### src/rtl/dmacsr_pkg.sv
package dmacsr_pkg;
  localparam int REG_W      = 32;
  localparam int ADDR_W     = 5;
  localparam int MAX_CH     = 12;
  localparam int LO_GROUP   = 8;   // channels in the first register group
  localparam int FLD_W      = 4;   // control field pitch
  localparam int ST_W       = 2;   // engine state width
  localparam int ST_BASE    = 16;  // first state bit in a status word
  localparam int ERR_BASE   = 8;   // error flag offset inside a status word
  localparam int HI_EN_BASE = 16;  // enable bit of the first high-group channel

  localparam logic [ADDR_W-1:0] A_CTL0 = 5'h00;
  localparam logic [ADDR_W-1:0] A_CTL1 = 5'h04;
  localparam logic [ADDR_W-1:0] A_CTL2 = 5'h08;
  localparam logic [ADDR_W-1:0] A_CTL3 = 5'h0C;
  localparam logic [ADDR_W-1:0] A_STS0 = 5'h10;
  localparam logic [ADDR_W-1:0] A_STS1 = 5'h14;
  localparam logic [ADDR_W-1:0] A_STS2 = 5'h18;

  typedef enum logic [1:0] {
    MODE_OFF    = 2'd0,
    MODE_LIST   = 2'd1,
    MODE_SINGLE = 2'd2,
    MODE_RSVD   = 2'd3
  } chan_mode_e;

  typedef struct packed {
    logic       dir;
    chan_mode_e mode;
  } chan_cfg_t;

  localparam int CFG_W = $bits(chan_cfg_t);
endpackage

### src/rtl/dmacsr_cfg_slot.sv
module dmacsr_cfg_slot
  import dmacsr_pkg::*;
(
  input  logic      clk,
  input  logic      rst_n,
  input  logic      cfg_we,
  input  chan_cfg_t cfg_wval,
  input  logic      en_we,
  input  logic      en_wval,
  output chan_cfg_t cfg_q,
  output logic      en_q
);
  always_ff @(posedge clk) begin
    if (!rst_n) begin
      cfg_q <= '0;
      en_q  <= 1'b0;
    end else begin
      if (cfg_we) cfg_q <= cfg_wval;
      if (en_we)  en_q  <= en_wval;
    end
  end

  // configuration only moves on a write to its own word
  a_r2_cfg_hold: assert property (@(posedge clk) disable iff (!rst_n)
    !cfg_we |=> $stable(cfg_q));
  a_r2_cfg_load: assert property (@(posedge clk) disable iff (!rst_n)
    cfg_we |=> cfg_q == $past(cfg_wval));
  // enable only moves on a write to the enable word
  a_r4_en_hold: assert property (@(posedge clk) disable iff (!rst_n)
    !en_we |=> $stable(en_q));
endmodule

### src/rtl/dmacsr_flag_slot.sv
module dmacsr_flag_slot (
  input  logic clk,
  input  logic rst_n,
  input  logic set_i,
  input  logic clr_i,
  output logic flag_q
);
  always_ff @(posedge clk) begin
    if (!rst_n)     flag_q <= 1'b0;
    else if (set_i) flag_q <= 1'b1;
    else if (clr_i) flag_q <= 1'b0;
  end

  // a new event beats a simultaneous acknowledge
  a_r8_set_wins: assert property (@(posedge clk) disable iff (!rst_n)
    set_i |=> flag_q);
  // acknowledge clears, nothing else does
  a_r7_clear: assert property (@(posedge clk) disable iff (!rst_n)
    (clr_i && !set_i) |=> !flag_q);
  a_r7_sticky: assert property (@(posedge clk) disable iff (!rst_n)
    (!set_i && !clr_i) |=> $stable(flag_q));
endmodule

### src/rtl/dmacsr_regs.sv
module dmacsr_regs
  import dmacsr_pkg::*;
#(
  parameter int NUM_CH = 12
) (
  input  logic                   clk,
  input  logic                   rst_n,
  input  logic [ADDR_W-1:0]      reg_addr,
  input  logic                   reg_wen,
  input  logic [REG_W-1:0]       reg_wdata,
  output logic [REG_W-1:0]       reg_rdata,
  input  logic [ST_W*NUM_CH-1:0] ch_state,
  input  logic [NUM_CH-1:0]      ch_irq_pulse,
  input  logic [NUM_CH-1:0]      ch_err_pulse,
  output logic [2*NUM_CH-1:0]    ch_mode,
  output logic [NUM_CH-1:0]      ch_dir,
  output logic                   host_irq
);
  chan_cfg_t         cfg_q [NUM_CH];
  logic [NUM_CH-1:0] irq_en;
  logic [NUM_CH-1:0] irq_flag;
  logic [NUM_CH-1:0] err_flag;

  logic wr_ctl0, wr_ctl2, wr_ctl3, wr_sts0, wr_sts2;
  assign wr_ctl0 = reg_wen && (reg_addr == A_CTL0);
  assign wr_ctl2 = reg_wen && (reg_addr == A_CTL2);
  assign wr_ctl3 = reg_wen && (reg_addr == A_CTL3);
  assign wr_sts0 = reg_wen && (reg_addr == A_STS0);
  assign wr_sts2 = reg_wen && (reg_addr == A_STS2);

  for (genvar c = 0; c < NUM_CH; c++) begin : g_ch
    localparam bit HI     = (c >= LO_GROUP);
    localparam int IX     = c % LO_GROUP;
    localparam int EN_BIT = HI ? HI_EN_BASE + IX : IX;

    logic      cfg_we, sts_we, clr_irq, clr_err;
    chan_cfg_t cfg_wval;

    assign cfg_we   = HI ? wr_ctl3 : wr_ctl0;
    assign sts_we   = HI ? wr_sts2 : wr_sts0;
    assign cfg_wval = chan_cfg_t'(reg_wdata[FLD_W*IX +: CFG_W]);
    assign clr_irq  = sts_we & reg_wdata[IX];
    assign clr_err  = sts_we & reg_wdata[ERR_BASE+IX];

    dmacsr_cfg_slot u_cfg (
      .clk     (clk),
      .rst_n   (rst_n),
      .cfg_we  (cfg_we),
      .cfg_wval(cfg_wval),
      .en_we   (wr_ctl2),
      .en_wval (reg_wdata[EN_BIT]),
      .cfg_q   (cfg_q[c]),
      .en_q    (irq_en[c])
    );

    dmacsr_flag_slot u_irq (
      .clk   (clk),
      .rst_n (rst_n),
      .set_i (ch_irq_pulse[c]),
      .clr_i (clr_irq),
      .flag_q(irq_flag[c])
    );

    dmacsr_flag_slot u_err (
      .clk   (clk),
      .rst_n (rst_n),
      .set_i (ch_err_pulse[c]),
      .clr_i (clr_err),
      .flag_q(err_flag[c])
    );

    assign ch_mode[2*c +: 2] = cfg_q[c].mode;
    assign ch_dir[c]         = cfg_q[c].dir;
  end

  // packed read views of both groups
  logic [REG_W-1:0] ctl0_w, ctl2_w, ctl3_w, sts0_w, sts2_w;
  always_comb begin
    ctl0_w = '0;
    ctl2_w = '0;
    ctl3_w = '0;
    sts0_w = '0;
    sts2_w = '0;
    for (int c = 0; c < NUM_CH; c++) begin
      int ix;
      ix = c % LO_GROUP;
      if (c < LO_GROUP) begin
        ctl0_w[FLD_W*ix +: CFG_W]       = cfg_q[c];
        ctl2_w[ix]                      = irq_en[c];
        sts0_w[ix]                      = irq_flag[c];
        sts0_w[ERR_BASE+ix]             = err_flag[c];
        sts0_w[ST_BASE+ST_W*ix +: ST_W] = ch_state[ST_W*c +: ST_W];
      end else begin
        ctl3_w[FLD_W*ix +: CFG_W]       = cfg_q[c];
        ctl2_w[HI_EN_BASE+ix]           = irq_en[c];
        sts2_w[ix]                      = irq_flag[c];
        sts2_w[ERR_BASE+ix]             = err_flag[c];
        sts2_w[ST_BASE+ST_W*ix +: ST_W] = ch_state[ST_W*c +: ST_W];
      end
    end
  end

  always_comb begin
    case (reg_addr)
      A_CTL0:  reg_rdata = ctl0_w;
      A_CTL2:  reg_rdata = ctl2_w;
      A_CTL3:  reg_rdata = ctl3_w;
      A_STS0:  reg_rdata = sts0_w;
      A_STS2:  reg_rdata = sts2_w;
      default: reg_rdata = '0;
    endcase
  end

  assign host_irq = |(irq_flag & irq_en);

  // no pending flag means no host interrupt
  a_r9_quiet: assert property (@(posedge clk) disable iff (!rst_n)
    (irq_flag == '0) |-> !host_irq);
  // host line rises only after a flag or enable change
  a_r9_cause: assert property (@(posedge clk) disable iff (!rst_n)
    $rose(host_irq) |-> (irq_flag != $past(irq_flag) || irq_en != $past(irq_en)));
  // unused offsets read zero
  a_r10_rsvd_zero: assert property (@(posedge clk) disable iff (!rst_n)
    (reg_addr == A_CTL1 || reg_addr == A_STS1) |-> reg_rdata == '0);
endmodule

### config.mk
export PLATFORM = sky130hd
export DESIGN_NAME = dmacsr_regs
export DESIGN_NICKNAME = d
export VERILOG_FILES = /design/src/rtl/dmacsr_pkg.sv /design/src/rtl/dmacsr_cfg_slot.sv /design/src/rtl/dmacsr_flag_slot.sv /design/src/rtl/dmacsr_regs.sv
export SDC_FILE = /design/constraint.sdc
export NUM_CORES = 1
export LEC_CHECK = 0
export BUFFER_PORTS_ARGS = -buffer_cell sky130_fd_sc_hd__clkbuf_2
export CAP_MARGIN = 20
export CORE_MARGIN = 2
export CORE_UTILIZATION = 35
export CTS_CLUSTER_DIAMETER = 60
export CTS_CLUSTER_SIZE = 40
export DETAILED_ROUTE_END_ITERATION = 8
export GPL_ROUTABILITY_DRIVEN = 0
export GPL_TIMING_DRIVEN = 0
export SETUP_SLACK_MARGIN = 0.3
export SLEW_MARGIN = 20
export SYNTH_ARGS = -nofsm -noshare
export SYNTH_HDL_FRONTEND = slang
export SYNTH_SLANG_ARGS = --single-unit
export TNS_END_PERCENT = 1
### constraint.sdc
create_clock -name clk -period 5 [get_ports clk]
set_clock_uncertainty 0.2 [all_clocks]
set_input_delay 1 -clock clk [delete_from_list [all_inputs] [get_ports clk]]
set_output_delay 1 -clock clk [all_outputs]
set_load 0.005 [all_outputs]
==> results.cfg <==
[outcome]
status = complete, no violations

[yosys]
synth_largest_area_cell = dfxtp_1
synth_area_leaders = dfxtp_1, mux2i_1, nand2_1
synth_edf_count = 0
synth.cell_area_sq_um = 3590
synth_common_cells = nand2_1, dfxtp_1, mux2i_1
syn_area_per_cell_sq_um = 8.98
ys_ff_latch = 72
yosysUniqueCellTypes = 34
syn-num-nets = 488
async_flop_share_pct = 0
syn_inst = 400
synth-seq-area-share_pct = 40.1
ys_warn_count = 0
yosysMostFrequentCell = nand2_1
yosysTopAreaCellShare_pct = 40.1
ys.flop_type = dfxtp_1

[critical_path]
cpMostUsedCell = clkbuf_2
path_delay_family = simple AND/OR/NAND/NOR gates
worst-setup-path-type = primary input to output port
crit_slowest_cell = nor3b_1
r2r_slack_ps = 4060
worstPathCellList = clkbuf_2 > nor3b_1 > and2_1 > buf_2 > a211o_1 > clkbuf_2
max_stage_delay_ps = 570
crit_arrival_ps = 2680
worstPathRequired_ps = 3800
worstPathMaxFanout = 10
r2r_end = g_ch[8].u_irq.flag_q
worstReg2RegStart = g_ch[8].u_irq.flag_q
ff2ff_path_depth = 2
critPathLaunchType = primary input
cp-end-kind = output port
path_buf_inv = 3

[grt]
grt_pass1_wl_um = 19600
antenna_found_initial = 0
gr-total-overflow = 0
track_usage_pct = 23.2
grt_max_degree = 13
grt_pass1_vias = 3664

[flow_run]
maxCapViolCount = 0

[floorplanning]
die_area_sq_um = 11100
fp.dieW_um = 105
initial_utilization_pct = 36.4
die_h_um = 105
io_pins = 157
fp-row-count = 36
coreArea_sq_um = 9860

[clock_tree]
clkLatencyLatePin_ps = 360
ctsHoldBuffers = 0
cts_tree = built
clock_path_buffers = 2
cts_setup_buffers = 0
ctsResizeCount = 0
root_buffer = clkbuf_8
clk_pin_slew_ps = 80
cts.sinks = 72
cts-buffers-inserted = 9
htreeDepth = 3

[routing]
viasPerCell = 5.30
postRouteAntennaNets = 0
routed_wl_um = 13000
drt-initial-drc-count = 180
wl_per_cell_um = 18.6
via_count = 3705
first_pass_iters = 6
drcViolationCount = 0

[placement]
placed_cell_area_sq_um = 4520
dp_worst_setup_slack_ps = 1140
io_buffers = 150
hpwlAfterDp_um = 9540

[timing]
slew_headroom_pct = 47.4
worstMarginPinSlew_ps = 789
hold_viol = 0
fin_crit_sh_pct = 77.6
finalSetupViolCount = 0
fmax_ghz = 0.258
rsz0062_at_grt = no
fin_tns_setup_ps = 0
drv_slew = 0
worst_slack_ps = 1120
min_period_ps = 3880

[power_and_ir_drop]
peakVddDrop_v = 0.000139
power_density_nw_per_um2 = 268
cellLeakagePower_nw = 2.49

[hold_path]
hp-start = g_ch[11].u_cfg.cfg_q[1]
hp-class = register to register
whs_path_depth = 2
holdPathEnd = g_ch[11].u_cfg.cfg_q[1]

[cells_and_area]
stdcell_area_sq_um = 4740
multiInputGateArea_sq_um = 1910
utilization_pct = 48.0
drive_gt1_share_pct = 32.7
finish.net_count = 649
num-fill-cells = 1014
syn_to_final_growth_pct = 31.8
final-seq-area_sq_um = 1440
diodes = 0
==> layout make-up <==
type	instances	area share (%)
buffer	31	3.33
clock buffer	11	2.98
clock inverter	5	1.69
inverter	25	1.98
multi-input combinational	272	40.2
sequential	72	30.4
tap	133	3.51
timing repair buffer	150	15.8
==> layout by cell type (no fill, tap or decap), drive strengths merged, types with 3 or more instances in the layout <==
cell type    n
nor2        15
clkbuf     179
inv         25
nor2b        4
a22o         6
dfxtp       72
a221o       13
o2bb2ai      6
mux2i       67
nand2b       9
buf         13
a221oi       3
o21ai       24
o22ai        3
and2         5
a41oi       24
nand2       75
==> worst min-delay path: cells and delay by family, from the launching register on <==
kind / cells / cell delay, ps
muxes: 1 / 50
and+or+nand+nor: 1 / 60
DFF: 1 / 330
==> cell families after synthesis <==
family,Yosys count,share of synthesized area (%)
buffers and inverters,56,7.00
flip-flops,72,40.1
AO/OA/AOI/OAI,83,18.0
multiplexers,69,19.3
AND/OR/NAND/NOR,120,15.6
==> flip-flops by register name, summed over array words and instances (netlist names) <==
signal	flops
g_ch.u_err.flag_q	12
g_ch.u_irq.flag_q	12
g_ch.u_cfg.cfg_q	36
g_ch.u_cfg.en_q	12
==> how the worst max path moves through the flow <==
| stage | endpoint | start | slack, ps | cells past startpoint |
|---|---|---|---|---|
| 2_1_floorplan | reg_rdata[0] | reg_addr[2] | 1610 | 4 |
| 3_3_place_gp | reg_rdata[10] | reg_addr[0] | 1140 | 6 |
| 3_5_place_dp | reg_rdata[21] | reg_addr[0] | 1140 | 6 |
| 4_1_cts | reg_rdata[21] | reg_addr[0] | 1140 | 6 |
| 5_1_grt | reg_rdata[14] | reg_addr[0] | 1020 | 6 |
| 6_report | reg_rdata[2] | reg_addr[0] | 1120 | 6 |
==> per-stage QoR <==
stage                     hold slack (ps)  std cells  total power (W)
after floorplan                       247        400         0.000682
after global placement                262        683         0.000751
after detailed placement              270        683         0.000755
after CTS                             283        699          0.00127
after global routing                  304        699          0.00131
final                                 279        699          0.00127
==> where the power goes <==
group          internal, W  leakage [nW]  switching, W
Combinational    0.0000604          1.80     0.0000814
Clock             0.000294         0.106      0.000233
Sequential        0.000590         0.588     0.0000116
Total             0.000944          2.49      0.000326
==> per-layer routing <==
metal,part of all wire (%),vias up,wire length [um],GRT usage [%]
li1,-,1761,-,-
met1,42,1765,5520,28.5
met2,49,158,6360,40.0
met3,6.9,21,897,4.95
met4,1.6,0,208,7.71
met5,0,-,0,0
(Power assumes the default switching activity.)
